[config.mk]
export PLATFORM = sky130hd
export DESIGN_NAME = moddesc_fetch
export DESIGN_NICKNAME = d
export VERILOG_FILES = /design/src/rtl/mdf_pkg.sv /design/src/rtl/mdf_seq.sv /design/src/rtl/mdf_addr_gen.sv /design/src/rtl/mdf_regbank.sv /design/src/rtl/moddesc_fetch.sv
export SDC_FILE = /design/constraint.sdc
export NUM_CORES = 1
export LEC_CHECK = 0
export BUFFER_PORTS_ARGS = -buffer_cell sky130_fd_sc_hd__buf_4
export CORE_ASPECT_RATIO = 0.9
export CORE_MARGIN = 1
export CORE_UTILIZATION = 50
export DETAILED_ROUTE_END_ITERATION = 8
export PLACE_DENSITY_LB_ADDON = 0.3
export SLEW_MARGIN = 10
export SYNTH_ARGS = -nofsm -noshare
export SYNTH_HDL_FRONTEND = slang
export SYNTH_HIERARCHICAL = 1
export SYNTH_SLANG_ARGS = --single-unit
[constraint.sdc]
create_clock -name clk -period 4.4 [get_ports clk]
set_clock_uncertainty 0.1 [all_clocks]
set_input_delay 0.22 -clock clk [delete_from_list [all_inputs] [get_ports clk]]
set_output_delay 0.22 -clock clk [all_outputs]
set_load 0.005 [all_outputs]
[src/rtl/mdf_pkg.sv]
// Package: shared constants and types for the module descriptor fetch unit.
// Assumes descriptors hold 32-bit words spaced by ENTRY_BYTES and that the
// first three entries are the only ones the unit consumes.
package mdf_pkg;

    localparam int ENTRY_BYTES = 4;   // spacing of descriptor entries
    localparam int N_FETCH     = 3;   // entries read per switch
    localparam int IDX_W       = 2;   // width of the entry index

    // Entry positions inside a descriptor; the order is the read order.
    localparam int ENT_STATIC  = 0;
    localparam int ENT_LINK    = 1;
    localparam int ENT_PROG    = 2;

    typedef enum logic {
        SEQ_IDLE  = 1'b0,
        SEQ_FETCH = 1'b1
    } seq_state_e;

endpackage

[src/rtl/mdf_seq.sv]
// Sequencer: accepts a switch request when idle, walks the entry index across
// the fetched entries, handles cancel, and pulses completion.
// Assumes a transfer happens on any cycle with the read valid and ready high;
// a cancel in the same cycle takes priority and discards that transfer.
module mdf_seq
    import mdf_pkg::*;
(
    input  logic             clk,
    input  logic             rst_n,
    input  logic             sw_req,
    input  logic             sw_cancel,
    input  logic             rd_ready,
    output logic             fetching,
    output logic [IDX_W-1:0] entry_idx,
    output logic             accept,
    output logic             beat_take,
    output logic             commit,
    output logic             done_q
);

    seq_state_e       state_q;
    logic [IDX_W-1:0] idx_q;
    logic             last_entry;

    // Decode the cycle's events from the state and inputs.
    always_comb begin
        fetching   = (state_q == SEQ_FETCH);
        last_entry = (idx_q == IDX_W'(N_FETCH - 1));
        accept     = !fetching && sw_req;
        beat_take  = fetching && !sw_cancel && rd_ready;
        commit     = beat_take && last_entry;
        entry_idx  = idx_q;
    end

    // Advance the state and entry index.
    always_ff @(posedge clk) begin
        if (!rst_n) begin
            state_q <= SEQ_IDLE;
            idx_q   <= '0;
        end else if (accept) begin
            state_q <= SEQ_FETCH;
            idx_q   <= '0;
        end else if (fetching && sw_cancel) begin
            state_q <= SEQ_IDLE;
            idx_q   <= '0;
        end else if (commit) begin
            state_q <= SEQ_IDLE;
            idx_q   <= '0;
        end else if (beat_take) begin
            idx_q   <= idx_q + 1'b1;
        end
    end

    // Register the completion pulse so it lines up with the new registers.
    always_ff @(posedge clk) begin
        if (!rst_n) done_q <= 1'b0;
        else        done_q <= commit;
    end

endmodule

[src/rtl/mdf_addr_gen.sv]
// Address generator: zero-extends the pending descriptor pointer to the bus
// width and adds the byte offset of the current entry.
// Assumes ADDR_W is wider than PTR_W so the sum may cross the pointer range.
module mdf_addr_gen
    import mdf_pkg::*;
#(
    parameter int PTR_W  = 16,
    parameter int ADDR_W = 24
) (
    input  logic [PTR_W-1:0]  ptr,
    input  logic [IDX_W-1:0]  idx,
    output logic [ADDR_W-1:0] addr
);

    localparam int PAD_W = ADDR_W - PTR_W;

    logic [ADDR_W-1:0] base_ext;
    logic [ADDR_W-1:0] offset;

    // Form the widened base and the entry offset, then add them.
    always_comb begin
        base_ext = {{PAD_W{1'b0}}, ptr};
        offset   = ADDR_W'(idx) * ADDR_W'(ENTRY_BYTES);
        addr     = base_ext + offset;
    end

endmodule

[src/rtl/mdf_regbank.sv]
// Register bank: holds the pending pointer, stages the early entries of a
// fetch, and commits pointer and bases together when the last entry arrives.
// Assumes the last fetched entry is the program base and bypasses staging.
module mdf_regbank
    import mdf_pkg::*;
#(
    parameter int PTR_W  = 16,
    parameter int DATA_W = 32
) (
    input  logic              clk,
    input  logic              rst_n,
    input  logic              accept,
    input  logic [PTR_W-1:0]  new_ptr,
    input  logic              beat_take,
    input  logic [IDX_W-1:0]  entry_idx,
    input  logic [DATA_W-1:0] rd_rdata,
    input  logic              commit,
    output logic [PTR_W-1:0]  pend_ptr,
    output logic [PTR_W-1:0]  mod_q,
    output logic [DATA_W-1:0] sb_q,
    output logic [DATA_W-1:0] lt_q,
    output logic [DATA_W-1:0] pb_q
);

    localparam int N_STAGE = N_FETCH - 1;

    logic [DATA_W-1:0] stage_q [N_STAGE];

    // Capture the requested pointer when a switch is accepted.
    always_ff @(posedge clk) begin
        if (!rst_n)      pend_ptr <= '0;
        else if (accept) pend_ptr <= new_ptr;
    end

    // One staging register per entry that arrives before the last one.
    for (genvar g = 0; g < N_STAGE; g++) begin : g_stage
        // Hold entry g until the switch commits.
        always_ff @(posedge clk) begin
            if (!rst_n)
                stage_q[g] <= '0;
            else if (beat_take && (entry_idx == IDX_W'(g)))
                stage_q[g] <= rd_rdata;
        end
    end

    // Commit the whole context in one step.
    always_ff @(posedge clk) begin
        if (!rst_n) begin
            mod_q <= '0;
            sb_q  <= '0;
            lt_q  <= '0;
            pb_q  <= '0;
        end else if (commit) begin
            mod_q <= pend_ptr;
            sb_q  <= stage_q[ENT_STATIC];
            lt_q  <= stage_q[ENT_LINK];
            pb_q  <= rd_rdata;
        end
    end

endmodule

[src/rtl/moddesc_fetch.sv]
// Top: module-switch unit. On request it reads the static, link and program
// base entries of a descriptor in low memory, then commits them with the new
// descriptor pointer. Assumes a memory port that returns data in the cycle
// its ready is high.
module moddesc_fetch
    import mdf_pkg::*;
#(
    parameter int PTR_W  = 16,
    parameter int ADDR_W = 24,
    parameter int DATA_W = 32
) (
    input  logic              clk,
    input  logic              rst_n,
    input  logic              sw_req,
    input  logic [PTR_W-1:0]  sw_desc,
    input  logic              sw_cancel,
    output logic              rd_valid,
    output logic [ADDR_W-1:0] rd_addr,
    input  logic              rd_ready,
    input  logic [DATA_W-1:0] rd_rdata,
    output logic              busy,
    output logic              sw_done,
    output logic [PTR_W-1:0]  mod_ptr,
    output logic [DATA_W-1:0] static_base,
    output logic [DATA_W-1:0] link_base,
    output logic [DATA_W-1:0] prog_base
);

    logic             fetching;
    logic [IDX_W-1:0] entry_idx;
    logic             accept;
    logic             beat_take;
    logic             commit;
    logic [PTR_W-1:0] pend_ptr;

    mdf_seq u_seq (
        .clk       (clk),
        .rst_n     (rst_n),
        .sw_req    (sw_req),
        .sw_cancel (sw_cancel),
        .rd_ready  (rd_ready),
        .fetching  (fetching),
        .entry_idx (entry_idx),
        .accept    (accept),
        .beat_take (beat_take),
        .commit    (commit),
        .done_q    (sw_done)
    );

    mdf_addr_gen #(.PTR_W(PTR_W), .ADDR_W(ADDR_W)) u_addr (
        .ptr  (pend_ptr),
        .idx  (entry_idx),
        .addr (rd_addr)
    );

    mdf_regbank #(.PTR_W(PTR_W), .DATA_W(DATA_W)) u_bank (
        .clk       (clk),
        .rst_n     (rst_n),
        .accept    (accept),
        .new_ptr   (sw_desc),
        .beat_take (beat_take),
        .entry_idx (entry_idx),
        .rd_rdata  (rd_rdata),
        .commit    (commit),
        .pend_ptr  (pend_ptr),
        .mod_q     (mod_ptr),
        .sb_q      (static_base),
        .lt_q      (link_base),
        .pb_q      (prog_base)
    );

    // Drive the handshake and status from the sequencer state.
    always_comb begin
        rd_valid = fetching;
        busy     = fetching;
    end

endmodule

==> impl_metrics.csv <==
group,metric,value,unit
floorplanning,die_width,135,um
cells_and_area,fill_cells,1142,
drt,via_count,5158,
timing,period_share,63.1,%
timing,setup_tns,0,ns
placed_design,dpl.hpwl,10600,um
synthesis,synth.area.top_cells,"dfxtp_1 33%, edfxtp_1 24%, mux2i_1 16%",
grt,overflow,0,
cts,clk-insertion-delay-late,0.43,ns
floorplanning,core_area,15500,sq um
synthesis,syn-instance-count,626,
synthesis,synth_async_sr_flop_share,0,%
cts,cts_setup_buffers,0,
outcome,status,"finished, final reports clean",
placed_design,post_dp_cell_area,9280,sq um
cells_and_area,final_area,10400,sq um
grt,antenna_found_initial,0,
setup_path,worstPathArrival,2.46,ns
grt,globalRouteTotalUtil,21.2,%
cts,root_buffer,"clkbuf_16",
power_and_ir_drop,ir_worst_vdd,289,uV
drt,via_per_inst,4.89,
timing,hold_viol,0,
drt,dr.pass1.iters,4,
cts,cts-resized-gates,0,
floorplanning,rows,43,
grt,grt_pass1_wl,26500,um
synthesis,yosys_warnings,6,
setup_path,worstPathRequired,4.08,ns
setup_path,r2r_cells,5,
power_and_ir_drop,power_leakage,0.00398,uW
setup_path,cpPeakStageDelay,0.49,ns
synthesis,yosys.area.top_type,"dfxtp_1",
setup_path,start_kind,"register",
synthesis,synth_area,7970,sq um
cts,cts_tree,"yes",
drt,ant_nets,0,
timing,slew_viol_final,0,
synthesis,synthFlopType,"dfxtp_1",
setup_path,critPathKind,"reg -> out",
synthesis,ys_ff_latch,196,
floorplanning,pin_count,192,
drt,drt_first_iter_violations,285,
floorplanning,die_area,16400,sq um
grt,grt_max_degree,135,
cells_and_area,ff_latch_area,4560,sq um
cells_and_area,areaGrowthSynthToFinish,30.3,%
drt,wire_per_inst,16.3,um
drt,routed_wirelength,17200,um
synthesis,synth_edf_count,64,
floorplanning,start_util,51.4,%
setup_path,worstPathMaxFanout,7,
setup_path,end_kind,"output port",
timing,rsz0062_at_grt,"no",
synthesis,synth_top_area_share,33.2,%
setup_path,cp_slowest_cell,"dfxtp_1",
synthesis,avgSynthCellArea,12.7,sq um
cells_and_area,fin_nets,896,
timing,relSlewSlack,19.2,%
hold_path,min-delay-path-class,"in -> reg",
drt,drc_errors,0,
floorplanning,die_y,122,um
cts,clk_path_buf_depth,2,
flow_run,drv_cap,0,
synthesis,seq_area_frac_synth,57.3,%
placed_design,place.gp.congestion,0.776,
cells_and_area,diodes,0,
timing,fmax,360,MHz
cts,clk_pin_slew,0.07,ns
cts,cts_made_buffers,17,
cts,htreeDepth,4,
timing,period_needed,2.78,ns
timing,setup_violations,0,
cells_and_area,drive_above_1_share,27.6,%
hold_path,hold_depth,4,
power_and_ir_drop,pwr_density_cell,356,nW/um^2
placed_design,port_buffers,184,
cts,clock-sinks,196,
timing,worstMarginPinSlew,1.21,ns
setup_path,crit_chain,"ha_1 > inv_1 > fa_1 > or2_1 > nor4_1 > buf_4",
synthesis,ys_types,41,
grt,grt_pass1_vias,5196,
cts,cts_hold_buf,48,
cells_and_area,multi_input_area,3020,sq um
[cell type report]
class	instances	area share, %
flip-flops and latches	196	44.0
multi-input cells	382	29.1
repair buffers	234	18.2
clock buffers	22	5.20
well taps	202	2.44
clock inverters	10	0.724
inverters	8	0.289
[Yosys cell counts (3+ instances only)]
library cell	number
ha_1	3
edfxtp_1	64
nor3_1	3
clkbuf_1	13
buf_4	16
nand2_1	4
and2_1	64
xnor2_1	4
dfxtp_1	132
clkbuf_2	6
buf_12	9
xor2_1	9
nor2b_1	129
inv_1	8
nor4_2	4
mux2i_1	128
[flip-flops by register name (all words and copies together), names as in the netlist]
signal,count
u_bank/lt_q,32
u_bank/mod_q,16
u_bank/pb_q,32
u_bank/pend_ptr,16
u_bank/sb_q,32
u_bank/stage_q,64
u_seq/done_q,1
u_seq/entry_idx,2
u_seq/fetching,1
[metrics by stage]
stage	power, uW	util, %	hold WS [ns]	setup slack, ns	instances
3_3_place_gp	2120	59.9	0.381	1.84	974
5_1_grt	3810	67.0	0.104	1.47	1054
4_1_cts	3730	67.0	0.0427	1.60	1054
6_report	3700	67.0	0.0642	1.62	1054
3_5_place_dp	2130	59.9	0.383	1.75	974
2_1_floorplan	2050	-	0.287	0.755	632
[power by group]
| part | total, uW | internal, uW | switching (uW) |
|---|---|---|---|
| sequential | 1930 | 1900 | 24.6 |
| combinational | 195 | 112 | 83.8 |
| clock | 1580 | 885 | 691 |
| total | 3700 | 2900 | 799 |
[cell families after synthesis]
group | count (synthesis) | share of synthesized area (%)
flip-flops | 196 | 57.3
other | 1 | 0.0471
buffers and inverters | 54 | 5.34
adder cells (fa/ha/maj) | 4 | 0.723
AND/OR/NAND/NOR | 224 | 18.3
multiplexers | 128 | 16.1
XOR/XNOR | 13 | 1.43
AO/OA/AOI/OAI | 6 | 0.738
[final timing paths]
kind / slack (ns) / startpoint / endpoint
min: 0.06 / sw_cancel / u_seq/fetching$_SDFFE_PN0P_
max reg2reg: 1.78 / u_seq/fetching$_SDFFE_PN0P_ / u_bank/pb_q[6]$_SDFFE_PN0P_
min reg2reg: 0.40 / u_bank/stage_q[0][1]$_SDFFCE_PN0P_ / u_bank/sb_q[1]$_SDFFE_PN0P_
max: 1.62 / u_seq/entry_idx[0]$_SDFFE_PP0P_ / rd_addr[16]
[worst max-delay path: cells and delay by family (launching register included)]
kind	cells	cell delay (ns)
DFF	1	0.49
adders and majority gates	2	0.73
and+or+nand+nor	2	0.59
buffers and inverters	2	0.22
[metal layers]
metal  global-route usage [%]  routed length (um)  up-vias
met5                        0                   0        -
met2                     35.1                8400      157
met1                     26.2                7440     2448
met3                     4.95                 924       34
li1                         -                   -     2519
met4                     9.76                 411        0
[cell usage in the layout (no fill, tap or decap), types with 2 or more instances in the layout]
cell type	n
nor4_2	4
ha_1	3
dfxtp_1	132
clkbuf_16	21
xnor2_1	4
inv_4	2
nand3_1	2
mux2i_1	128
nand2_1	4
nor4b_2	2
nor3_1	3
edfxtp_1	64
clkinv_2	2
conb_1	7
nor2b_1	128
buf_4	185
inv_1	8
a31oi_1	2
inv_6	5
o21ai_4	2
and2_1	64
xor2_1	9
dlygate4sd3_1	48
nor2_1	2
(Power assumes the default switching activity.)
